==> config.mk <==
export PLATFORM = sky130hd
export DESIGN_NAME = sd_cmd_engine
export DESIGN_NICKNAME = d
export VERILOG_FILES = /design/src/rtl/sd_cmd_engine.sv
export SDC_FILE = /design/constraint.sdc
export NUM_CORES = 1
export LEC_CHECK = 0
export ABC_AREA = 1
export ABC_CLOCK_PERIOD_IN_PS = 4600
export BUFFER_PORTS_ARGS = -buffer_cell sky130_fd_sc_hd__buf_4
export CAP_MARGIN = 20
export CORE_MARGIN = 2
export CORE_UTILIZATION = 40
export DETAILED_ROUTE_END_ITERATION = 6
export PLACE_DENSITY = 0.69
export SLEW_MARGIN = 30
export SYNTH_ARGS = -nofsm -noshare
export SYNTH_HDL_FRONTEND = slang
export SYNTH_SLANG_ARGS = --single-unit
==> constraint.sdc <==
create_clock -name clk -period 4.6 [get_ports clk]
set_input_delay 0.69 -clock clk [delete_from_list [all_inputs] [get_ports clk]]
set_output_delay 0.69 -clock clk [all_outputs]
set_load 0.1 [all_outputs]
==> src/rtl/sd_cmd_engine.sv <==
module sd_cmd_engine #(
  parameter int INIT_BITS  = 74,
  parameter int TURN_LIMIT = 64,
  parameter int NCC_BITS   = 8
) (
  input  logic        clk,
  input  logic        rst_n,
  input  logic        bit_en,
  input  logic        start,
  input  logic [5:0]  cmd_index,
  input  logic [31:0] cmd_arg,
  input  logic        init_req,
  input  logic        resp_req,
  input  logic        cmd_in,
  output logic        cmd_out,
  output logic        cmd_oe,
  output logic [3:0]  state,
  output logic        busy,
  output logic [5:0]  resp_index,
  output logic [31:0] resp_payload,
  output logic        resp_err,
  output logic        timeout_err,
  output logic        done
);

  localparam int IA_BITS = 38;
  localparam int CRC_W   = 7;
  localparam int CW      = $clog2(INIT_BITS + TURN_LIMIT + NCC_BITS + 64);

  typedef enum logic [3:0] {
    S_IDLE, S_PRE, S_TSTART, S_TDIR, S_TBODY, S_TCRC, S_TEND,
    S_RSTART, S_RIRQ, S_RDIR, S_RIDX, S_RDATA, S_RCRC, S_REND,
    S_RECOV, S_TURN
  } st_t;

  st_t               st;
  logic [CW-1:0]     cnt;
  logic [IA_BITS-1:0] sreg;
  logic [CRC_W-1:0]  crc;
  logic [5:0]        idx_sh;
  logic [31:0]       pay_sh;
  logic              rr, crc_bad, dir_bad;

  function automatic logic [6:0] crc_step(input logic [6:0] c, input logic b);
    logic f;
    f = b ^ c[6];
    return {c[5:3], c[2] ^ f, c[1:0], f};
  endfunction

  wire last_pre   = cnt == CW'(INIT_BITS - 1);
  wire last_body  = cnt == CW'(IA_BITS - 1);
  wire last_crc   = cnt == CW'(CRC_W - 1);
  wire last_idx   = cnt == CW'(5);
  wire last_data  = cnt == CW'(31);
  wire last_recov = cnt == CW'(NCC_BITS - 1);
  wire last_turn  = cnt == CW'(TURN_LIMIT - 1);

  assign state   = st;
  assign busy    = st != S_IDLE;
  assign cmd_out = (st == S_TSTART) ? 1'b0 :
                   (st == S_TBODY)  ? sreg[IA_BITS-1] :
                   (st == S_TCRC)   ? crc[CRC_W-1] : 1'b1;
  assign cmd_oe  = (st == S_PRE) || (st == S_TSTART) || (st == S_TDIR) ||
                   (st == S_TBODY) || (st == S_TCRC) || (st == S_TEND) ||
                   (st == S_RECOV);

  always_ff @(posedge clk or negedge rst_n) begin
    if (!rst_n) begin
      st           <= S_IDLE;
      cnt          <= '0;
      sreg         <= '0;
      crc          <= '0;
      idx_sh       <= '0;
      pay_sh       <= '0;
      rr           <= 1'b0;
      crc_bad      <= 1'b0;
      dir_bad      <= 1'b0;
      resp_index   <= '0;
      resp_payload <= '0;
      resp_err     <= 1'b0;
      timeout_err  <= 1'b0;
      done         <= 1'b0;
    end else begin
      done <= 1'b0;
      case (st)
        S_IDLE: if (start) begin
          sreg        <= {cmd_index, cmd_arg};
          rr          <= resp_req;
          crc         <= '0;
          cnt         <= '0;
          crc_bad     <= 1'b0;
          dir_bad     <= 1'b0;
          resp_err    <= 1'b0;
          timeout_err <= 1'b0;
          st          <= init_req ? S_PRE : S_TSTART;
        end
        S_PRE: if (bit_en) begin
          cnt <= last_pre ? '0 : cnt + 1'b1;
          if (last_pre) st <= S_TSTART;
        end
        S_TSTART: if (bit_en) begin
          crc <= crc_step(crc, 1'b0);
          st  <= S_TDIR;
        end
        S_TDIR: if (bit_en) begin
          crc <= crc_step(crc, 1'b1);
          st  <= S_TBODY;
        end
        S_TBODY: if (bit_en) begin
          crc  <= crc_step(crc, sreg[IA_BITS-1]);
          sreg <= {sreg[IA_BITS-2:0], 1'b0};
          cnt  <= last_body ? '0 : cnt + 1'b1;
          if (last_body) st <= S_TCRC;
        end
        S_TCRC: if (bit_en) begin
          crc <= {crc[CRC_W-2:0], 1'b0};
          cnt <= last_crc ? '0 : cnt + 1'b1;
          if (last_crc) st <= S_TEND;
        end
        S_TEND: if (bit_en) begin
          crc <= '0;
          cnt <= '0;
          st  <= rr ? S_TURN : S_RECOV;
        end
        S_TURN: begin
          if (!cmd_in) begin
            cnt <= '0;
            st  <= S_RSTART;
          end else if (bit_en) begin
            cnt <= cnt + 1'b1;
            if (last_turn) begin
              timeout_err <= 1'b1;
              done        <= 1'b1;
              cnt         <= '0;
              st          <= S_IDLE;
            end
          end
        end
        S_RSTART: if (bit_en) begin
          crc <= crc_step(crc, cmd_in);
          st  <= S_RIRQ;
        end
        S_RIRQ: st <= S_RDIR;
        S_RDIR: if (bit_en) begin
          crc     <= crc_step(crc, cmd_in);
          dir_bad <= cmd_in;
          st      <= S_RIDX;
        end
        S_RIDX: if (bit_en) begin
          crc    <= crc_step(crc, cmd_in);
          idx_sh <= {idx_sh[4:0], cmd_in};
          cnt    <= last_idx ? '0 : cnt + 1'b1;
          if (last_idx) st <= S_RDATA;
        end
        S_RDATA: if (bit_en) begin
          crc    <= crc_step(crc, cmd_in);
          pay_sh <= {pay_sh[30:0], cmd_in};
          cnt    <= last_data ? '0 : cnt + 1'b1;
          if (last_data) st <= S_RCRC;
        end
        S_RCRC: if (bit_en) begin
          if (cmd_in != crc[CRC_W-1]) crc_bad <= 1'b1;
          crc <= {crc[CRC_W-2:0], 1'b0};
          cnt <= last_crc ? '0 : cnt + 1'b1;
          if (last_crc) st <= S_REND;
        end
        S_REND: if (bit_en) begin
          resp_err     <= crc_bad | dir_bad | ~cmd_in;
          resp_index   <= idx_sh;
          resp_payload <= pay_sh;
          cnt          <= '0;
          st           <= S_RECOV;
        end
        S_RECOV: if (bit_en) begin
          cnt <= last_recov ? '0 : cnt + 1'b1;
          if (last_recov) begin
            done <= 1'b1;
            st   <= S_IDLE;
          end
        end
        default: st <= S_IDLE;
      endcase
    end
  end

endmodule

**Yosys cells after proc, flatten, opt, wreduce, memory -nomap -nowiden**

Index checks and enable logic that the tools add are counted.

- Flip-flop bits (word level): 139
- Bits in latches: 0
- RAM bits: 0
- Memory bits (read-only): 0
- Memories: 0

- Add/subtract/negate cells: 1
- $mul: 0
- Div/mod/pow operators: 0
- Order comparisons: 0
- Eq/ne operators: 53
- Shift-type cells: 0
- Muxes and demuxes: 77
- Bitwise logic cells: 10
- Reduce and logical (&&, ||, !) cells: 30

Operators by type and width:

| kind | count |
|---|---|
| 2-to-1 mux 8 bit | 17 |
| 2-to-1 mux 4 bit | 24 |
| 2-to-1 mux 38 bit | 2 |
| case mux 38 bit (2 select lines) | 1 |
| case mux 8 bit (9 select lines) | 1 |
| case mux 4 bit (16 select lines) | 1 |
| inequality test 2 bit, second input constant | 25 |
| 2-to-1 mux 7 bit | 7 |
| case mux 7 bit (7 select lines) | 1 |
| equality test 4 bit, second input constant | 8 |
| equality test 8 x 3 -> 1 bit, second input constant | 3 |
| AND reduction 23 bit | 1 |
| 2-to-1 mux 1 bit | 17 |
| equality test 4 x 3 -> 1 bit, second input constant | 4 |
| equality test 8 x 6 -> 1 bit, second input constant | 2 |
| case mux 1 bit (2 select lines) | 5 |
| AND reduction 10 bit | 1 |
| nonzero test 2 bit | 5 |
| AND reduction 3 bit | 3 |
| nonzero test 9 bit | 1 |
| adder 8 x 1 -> 8 bit, second input constant | 1 |
| equality test 4 x 2 -> 1 bit, second input constant | 2 |
| equality test 8 x 5 -> 1 bit, second input constant | 1 |
| equality test 8 x 7 -> 1 bit, second input constant | 1 |
| other kinds (18) | 37 |

**Logic depth before layout (Yosys ltp)**

Gate-level depths: netlist (run 1).

- Word-level depth: 7
- Depth in mapped cells: 13

**Worst setup path before layout (run 1)**

OpenSTA, ideal clock, no wires.

- Kind: reg2out
- From: register st[0] (netlist: state[0])
- To: output cmd_out
- Data arrival time: 4069 ps
- Required time: 3910 ps
- Setup slack: -159 ps
- Stages on the path, launching flop included: 7
- Path buffers: 2
- Cell sequence: dfrtp_1 inv_2 nand2_4 nor2_4 buf_4 buf_2 a221oi_1

- Cells in the longest elaborated chain, start to end: 4
- Elaborated cells on any way between the ends: 6
- Classes of those cells: 3 x eq/ne; 3 x mux

Ends and longest elaborated chain:

| element | line | text |
|---|---|---|
| start: declaration | 36 | `st_t st;` |
| start signal: assignment | 95 | `st <= init_req ? S_PRE : S_TSTART;` |
| start signal: assignment | 123 | `st <= rr ? S_TURN : S_RECOV;` |
| equality test 4 x 3 -> 1 bit | 62 | `(st == S_TCRC) ? crc[CRC_W-1] : 1'b1;` |
| 2-to-1 mux 1 bit | 62 |  |
| 2-to-1 mux 1 bit | 61 | `(st == S_TBODY) ? sreg[IA_BITS-1] :` |
| 2-to-1 mux 1 bit * | 60 | `assign cmd_out = (st == S_TSTART) ? 1'b0 :` |
| end: declaration | 15 | `output logic cmd_out,` |

Every way passes the cells marked *; elsewhere a longest branch is shown, timed or not.

**Worst setup path after layout (run 1)**

- From: register st[1] (netlist: state[1])
- To: output cmd_out

Same word-level chain as after synthesis.

==> out/metrics.yaml, run 1 <==
status:
  status: "finished clean"
worst_setup_path:
  arrival_ps: 2320
  cp_max_fo: 78
  crit_path_start_kind: "flop"
  crit_type: "flop to output pin"
  crit_required_ps: 3910
  worst_setup_path_end_kind: "output pin"
  r2r_setup_slack_ps: 2310
floorplanning:
  row_count: 46
  ioPinCount: 93
  die_w_um: 132
  die_area_um2: 17500
  core_region_area_um2: 16000
  start_util_pct: 41.2
  chipHeight_um: 132
finish:
  n_antenna_cell: 0
  layout.cells.non_filler: 1085
  utilization_pct: 50.2
  nNetsFinal: 905
  synthToLayoutAreaGrowth_pct: 21.7
  drive_gt1_share_pct: 19.3
sta:
  worst_slew_pin_slew_ps: 805
  finalSetupTns_ps: 0
  fin_crit_ps: 3010
  slew_violations: 0
  setup_slack_ps: 1590
  hold_viol: 0
  setup_viol: 0
  fmaxAchievable_mhz: 332
  relSlewSlack_pct: 46.3
  skew_ps: 6.70
  hold_ws_ps: 314
  fin_crit_sh_pct: 65.5
  rsz0062_at_grt: "no"
routing:
  post-route-drc-count: 0
  routed_wl_um: 14500
  first_pass_iters: 4
  wl_per_cell_um: 13.4
  viasPerCell: 4.84
  num_vias: 5254
  drt_iter0_drc: 370
  drtAntennaViolNets: 0
global_route:
  grt_pass1_vias: 5070
  grt_pass1_wl_um: 25100
  antenna_found_initial: 0
  grt_max_degree: 112
  overflow: 0
  grt_usage_pct: 17.7
logic_synthesis:
  synth_cells: 776
  yosys_warnings: 0
  synth_fp_nets: 824
  synth_edf_count: 0
  yosysUniqueCellTypes: 42
  seq_area_frac_synth_pct: 52.7
  synth.ff_latch_count: 139
  syn_area_per_cell_um2: 8.50
  synthArstFlopShare_pct: 100
  ys.flop_type: "dfrtp_1"
  synth_area_um2: 6600
cts:
  cts_tree: "built"
  ctsHoldBuffers: 0
  clk-insertion-delay-late_ps: 410
  cts_root_buf: "clkbuf_16"
  htree_levels: 4
  cts_inserted_buffers: 17
  postCtsSetupBuffers: 0
  cts_resized: 0
  clk_pin_slew_worst_paths_ps: 60
  clk_path_buf_depth: 2
  clock-sinks: 139
placed_design:
  dp_hpwl_um: 10200
  dp.cells: 1054
  portBuffers: 92
  pre_cts_ws_ps: 2020
  gp_congestion: 0.906
flow_run:
  cap_violations: 0
hold_path:
  hp-class: "input pin to async pin"
power_and_ir_drop:
  peakVddDrop_mv: 0.487
  p_leak_nw: 3.73
  power_density_nw_per_um2: 580
## cell families (layout without fill, tap and decap cells)
| family | count (synthesis) | count (layout) | share of synthesized area, % |
|---|---|---|---|
| adder cells (fa/ha/maj) | 3 | 3 | 0.569 |
| multiplexers | 2 | 2 | 0.341 |
| AND/OR/NAND/NOR | 287 | 287 | 19.1 |
| XOR/XNOR | 3 | 3 | 0.398 |
| AO/OA/AOI/OAI | 196 | 196 | 17.3 |
| buffers and inverters | 146 | 239 | 9.56 |
| flip-flops | 139 | 139 | 52.7 |
## cells in the final DEF (no fill, tap or decap), drive strengths merged, types with 3 or more instances in the layout
cell type,instances
a21oi,10
buf,97
clkbuf,20
clkinvlp,4
dfrtp,139
ha,3
inv,114
nand2,195
nand3,23
nand4,4
nor2,51
nor3,8
o211ai,39
o21a,3
o21ai,138
## critical path, cell delays in order, from the launching register on
cell and delay [ps]:
dfrtp_1 570, clkinv_4 140, nand2_4 140, nor2_4 40, buf_4 340, a221oi_2 330
buf_4 330
## final cells by class
type | count | area, um^2
clock buffers | 20 | 457
inverters | 111 | 427
fillers | 1542 | 7970
well taps | 216 | 270
multi-input cells | 491 | 2500
flip-flops and latches | 139 | 3480
repair buffers | 97 | 756
clock inverters | 11 | 136
## metrics by stage
step / cell area [um^2] / total power, W
after global routing: 8030 / 0.00497
after floorplan: 6600 / 0.00296
after global placement: 7400 / 0.00327
after CTS: 8020 / 0.00469
after detailed placement: 7430 / 0.00331
final: 8030 / 0.00465
## per-layer routing
metal / GRT usage [%] / share of wire [%] / vias up
li1: - / - / 2684
met1: 23.8 / 48 / 2466
met2: 28.3 / 47 / 88
met3: 3.83 / 3.5 / 16
met4: 6.75 / 1.4 / 0
met5: 0 / 0 / -
## worst paths after layout
path / from / endpoint / cells past startpoint
max: state[1] / cmd_out / 6
min: rst_n / pay_sh[28] / 1
max reg2reg: state[3] / sreg[32] / 9
min reg2reg: crc[4] / crc[4] / 2
max in group asynchronous: rst_n / sreg[29] / 2
min in group clk: crc[4] / crc[4] / 2
## synth_stat cells, types with 2 or more instances
cell type	count	share of area, %
nor2_8	2	0.61
o21ai_2	2	0.27
nand2_1	189	11
dfrtp_1	139	53
clkbuf_1	14	0.80
o21a_1	3	0.34
buf_4	2	0.23
buf_1	2	0.11
o211ai_2	3	0.57
nor3_1	8	0.61
xor2_1	2	0.27
o211ai_1	36	4.1
inv_2	7	0.40
nand3b_1	2	0.23
mux2_2	2	0.34
o21ai_0	103	7.8
a211oi_1	2	0.23
nor2_4	4	0.68
a21oi_1	10	0.76
nand3_1	21	1.6
buf_2	10	0.76
inv_4	2	0.19
nand4_1	4	0.38
and3_1	2	0.19
nor2_2	6	0.57
o21ai_1	32	2.4
buf_6	7	1.2
nand2_4	3	0.51
nand2_2	3	0.28
inv_1	101	5.7
nor2_1	39	2.2
ha_1	3	0.57
nand3_2	2	0.30
## sequential cells by signal, indices dropped and copies added (netlist names), 4 cells and up
name          flops
resp_payload     32
sreg             38
idx_sh            6
resp_index        6
state             4
crc               7
pay_sh           32
cnt               8
## power breakdown
group	switching, W	total (W)	leakage [nW]	internal (W)
Combinational	0.00122	0.00170	1.59	0.000482
Clock	0.000531	0.00136	0.278	0.000833
Sequential	0.000124	0.00159	1.87	0.00146
Total	0.00188	0.00465	3.73	0.00278
Power figures use the tool's default switching activity.
==> run 2: changes to the inputs <==
--- a/config.mk
+++ b/config.mk
@@ -6,7 +6,7 @@
 export NUM_CORES = 1
 export LEC_CHECK = 0
 export ABC_AREA = 1
-export ABC_CLOCK_PERIOD_IN_PS = 4600
+export ABC_CLOCK_PERIOD_IN_PS = 2800
 export BUFFER_PORTS_ARGS = -buffer_cell sky130_fd_sc_hd__buf_4
 export CAP_MARGIN = 20
 export CORE_MARGIN = 2
==> constraint.sdc (replaced) <==
create_clock -name clk -period 2.8 [get_ports clk]
set_input_delay 0.42 -clock clk [delete_from_list [all_inputs] [get_ports clk]]
set_output_delay 0.42 -clock clk [all_outputs]
set_load 0.1 [all_outputs]
==> out/metrics.yaml, run 2 (synthesized netlist as in run 1, its figures left out) <==
sta:
  worst_slew_pin_slew_ps: 695  # was 805 ps
  slew_violations: 0  # unchanged
  relSlewSlack_pct: 53.7  # was 46.3%
  finalSetupTns_ps: 0  # unchanged
  fmaxAchievable_mhz: 392
  skew_ps: 10.4  # was 6.70 ps
  rsz0062_at_grt: "no"  # unchanged
  hold_viol: 0  # unchanged
  fin_crit_ps: 2550
  setup_viol: 0  # unchanged
  fin_crit_sh_pct: 91.1
finish:
  drive_gt1_share_pct: 20.2  # was 19.3%
  n_antenna_cell: 0  # unchanged
  synthToLayoutAreaGrowth_pct: 22.6  # was 21.7%
  regMostFlops: "sreg"  # unchanged
  layout_commonest_cell: "nand2_1"  # unchanged
  final_cell_mix: "nand2_1, dfrtp_1, o21ai_0, inv_1, buf_4"  # unchanged
  largest_reg_flops: 38  # unchanged
  layout.cells.non_filler: 1092  # was 1085
  top_regs: "sreg x38, pay_sh x32, resp_payload x32"  # unchanged
  nNetsFinal: 911  # was 905
placed_design:
  portBuffers: 92  # unchanged
  dp_hpwl_um: 10200  # about the same
  gp_congestion: 0.911  # was 0.906
  dp.cells: 1058  # was 1054
cts:
  ctsHoldBuffers: 1  # was 0
  htree_levels: 4  # unchanged
  cts_inserted_buffers: 17  # unchanged
  clock-sinks: 139  # unchanged
  postCtsSetupBuffers: 0  # unchanged
  cts_resized: 0  # unchanged
  clk_path_buf_depth: 2  # unchanged
  cts_tree: "built"  # unchanged
  clk_pin_slew_worst_paths_ps: 60  # about the same
  cts_root_buf: "clkbuf_16"  # unchanged
  clk-insertion-delay-late_ps: 410  # about the same
global_route:
  overflow: 0  # unchanged
  grt_pass1_vias: 4885  # was 5070
  grt_pass1_wl_um: 24000  # was 25100 um
  grt_usage_pct: 16.9  # was 17.7%
  antenna_found_initial: 0  # unchanged
  grt_max_degree: 77  # was 112
hold_path:
  hp-class: "input pin to flop"  # was input pin to async pin
  holdPathStages: 3
  hold_end: "rr"
  hp-start: "resp_req"
routing:
  routed_wl_um: 14400  # was 14500 um
  drt_iter0_drc: 404  # was 370
  met2_length_um: 6710  # was 6880 um
  viasPerCell: 4.77  # was 4.84
  wl_per_cell_um: 13.2  # was 13.4 um
  num_vias: 5205  # was 5254
  top_layer: "met4"  # unchanged
  first_pass_iters: 5  # was 4
  met3WireLength_um: 492  # was 513 um
  post-route-drc-count: 0  # unchanged
  drtAntennaViolNets: 0  # unchanged
  wl_met1_um: 7060  # was 6900 um
worst_setup_path:
  crit_type: "flop to output pin"  # unchanged
  arrival_ps: 2130  # was 2320 ps
  ff2ff_path_depth: 11  # was 9
  crit_path_start_kind: "flop"  # unchanged
  timing.rr.start: "state[0]"  # was state[3]
  cp_max_fo: 9  # was 78
  r2r_setup_slack_ps: 600  # was 2310 ps
  worst_setup_path_end_kind: "output pin"  # unchanged
  crit_required_ps: 2380  # was 3910 ps
  r2r_end: "crc[3]"  # was sreg[32]
floorplanning:
  die_area_um2: 17500  # unchanged
  die_w_um: 132  # unchanged
  start_util_pct: 41.2  # unchanged
  chipHeight_um: 132  # unchanged
  row_count: 46  # unchanged
  ioPinCount: 93  # unchanged
  core_region_area_um2: 16000  # unchanged
power_and_ir_drop:
  p_leak_nw: 3.75  # was 3.73 nW
  power_frac_seq_pct: 34.2  # was 34.1%
  p_int_w: 0.00450  # was 0.00278 W
  combinationalPowerShare_pct: 37.9  # was 36.6%
  pwr-share-clk_pct: 27.9  # was 29.3%
  sw_frac_of_total_pct: 40.7  # was 40.3%
  switching_power_w: 0.00310  # was 0.00188 W
  power_density_nw_per_um2: 940  # was 580 nW/um^2
  peakVddDrop_mv: 0.669  # was 0.487 mV
status:
  status: "finished clean"  # unchanged
flow_run:
  cap_violations: 0  # unchanged
run 2: cell count changes in the layout (fill, tap and decap cells not counted), moves of 2 or more:
cell / change
clkinv_2: +4
dfrtp_1: -4
buf_12: +3
dfrtp_2: +4
buf_4: +2
run 2: cell type report:
| class | instances | area (um^2) |
|---|---|---|
| timing repair buffer | 103 | 837 |
| clock buffer | 19 | 443 |
| tap | 216 | 270 |
| fill | 1513 | 7920 |
| multi-input combinational | 491 | 2510 |
| sequential | 139 | 3480 |
| inverter | 111 | 427 |
| clock inverter | 13 | 118 |
run 2: worst max path at each step:
stage	endpoint	cells past startpoint	start
after global routing	cmd_oe	7	state[1]
final	cmd_oe	7	state[1]
after floorplan	cmd_out	7	state[1]
after detailed placement	sreg[26]	8	state[1]
after CTS	cmd_oe	7	state[1]
after global placement	sreg[30]	8	state[0]
run 2: critical path: stages, from the launching register on:
cell      delay, ps
dfrtp_2         480
clkinv_4        110
nand2_4         130
nor2_4           70
inv_2           120
nand2_1         100
or4_1           450
buf_4           260
run 2: metrics by stage:
stage | util (%) | total power (W) | instance area [um^2] | hold WS, ps | worst slack (ps)
after global placement | 46.8 | 0.00547 | 7490 | 408 | 558
after floorplan | - | 0.00488 | 6620 | 124 | 31.4
final | 50.5 | 0.00760 | 8090 | 231 | 250
after global routing | 50.5 | 0.00811 | 8090 | 224 | 171
after CTS | 50.4 | 0.00763 | 8060 | 213 | 239
after detailed placement | 46.8 | 0.00547 | 7490 | 407 | 495
run 2: metal layers:
layer / vias to the layer above / track usage [%]
met4: 0 / 4.78
met3: 13 / 3.79
met1: 2404 / 24.1
li1: 2697 / -
met5: - / 0
met2: 91 / 26.0
run 2: power by group through the flow:
stage | clock network, W | registers, W | logic (W)
3_5_place_dp | 0 | 0.00264 | 0.00284
3_3_place_gp | 0 | 0.00262 | 0.00284
6_report | 0.00212 | 0.00260 | 0.00288
4_1_cts | 0.00217 | 0.00260 | 0.00285
2_1_floorplan | 0 | 0.00285 | 0.00203
5_1_grt | 0.00228 | 0.00265 | 0.00318
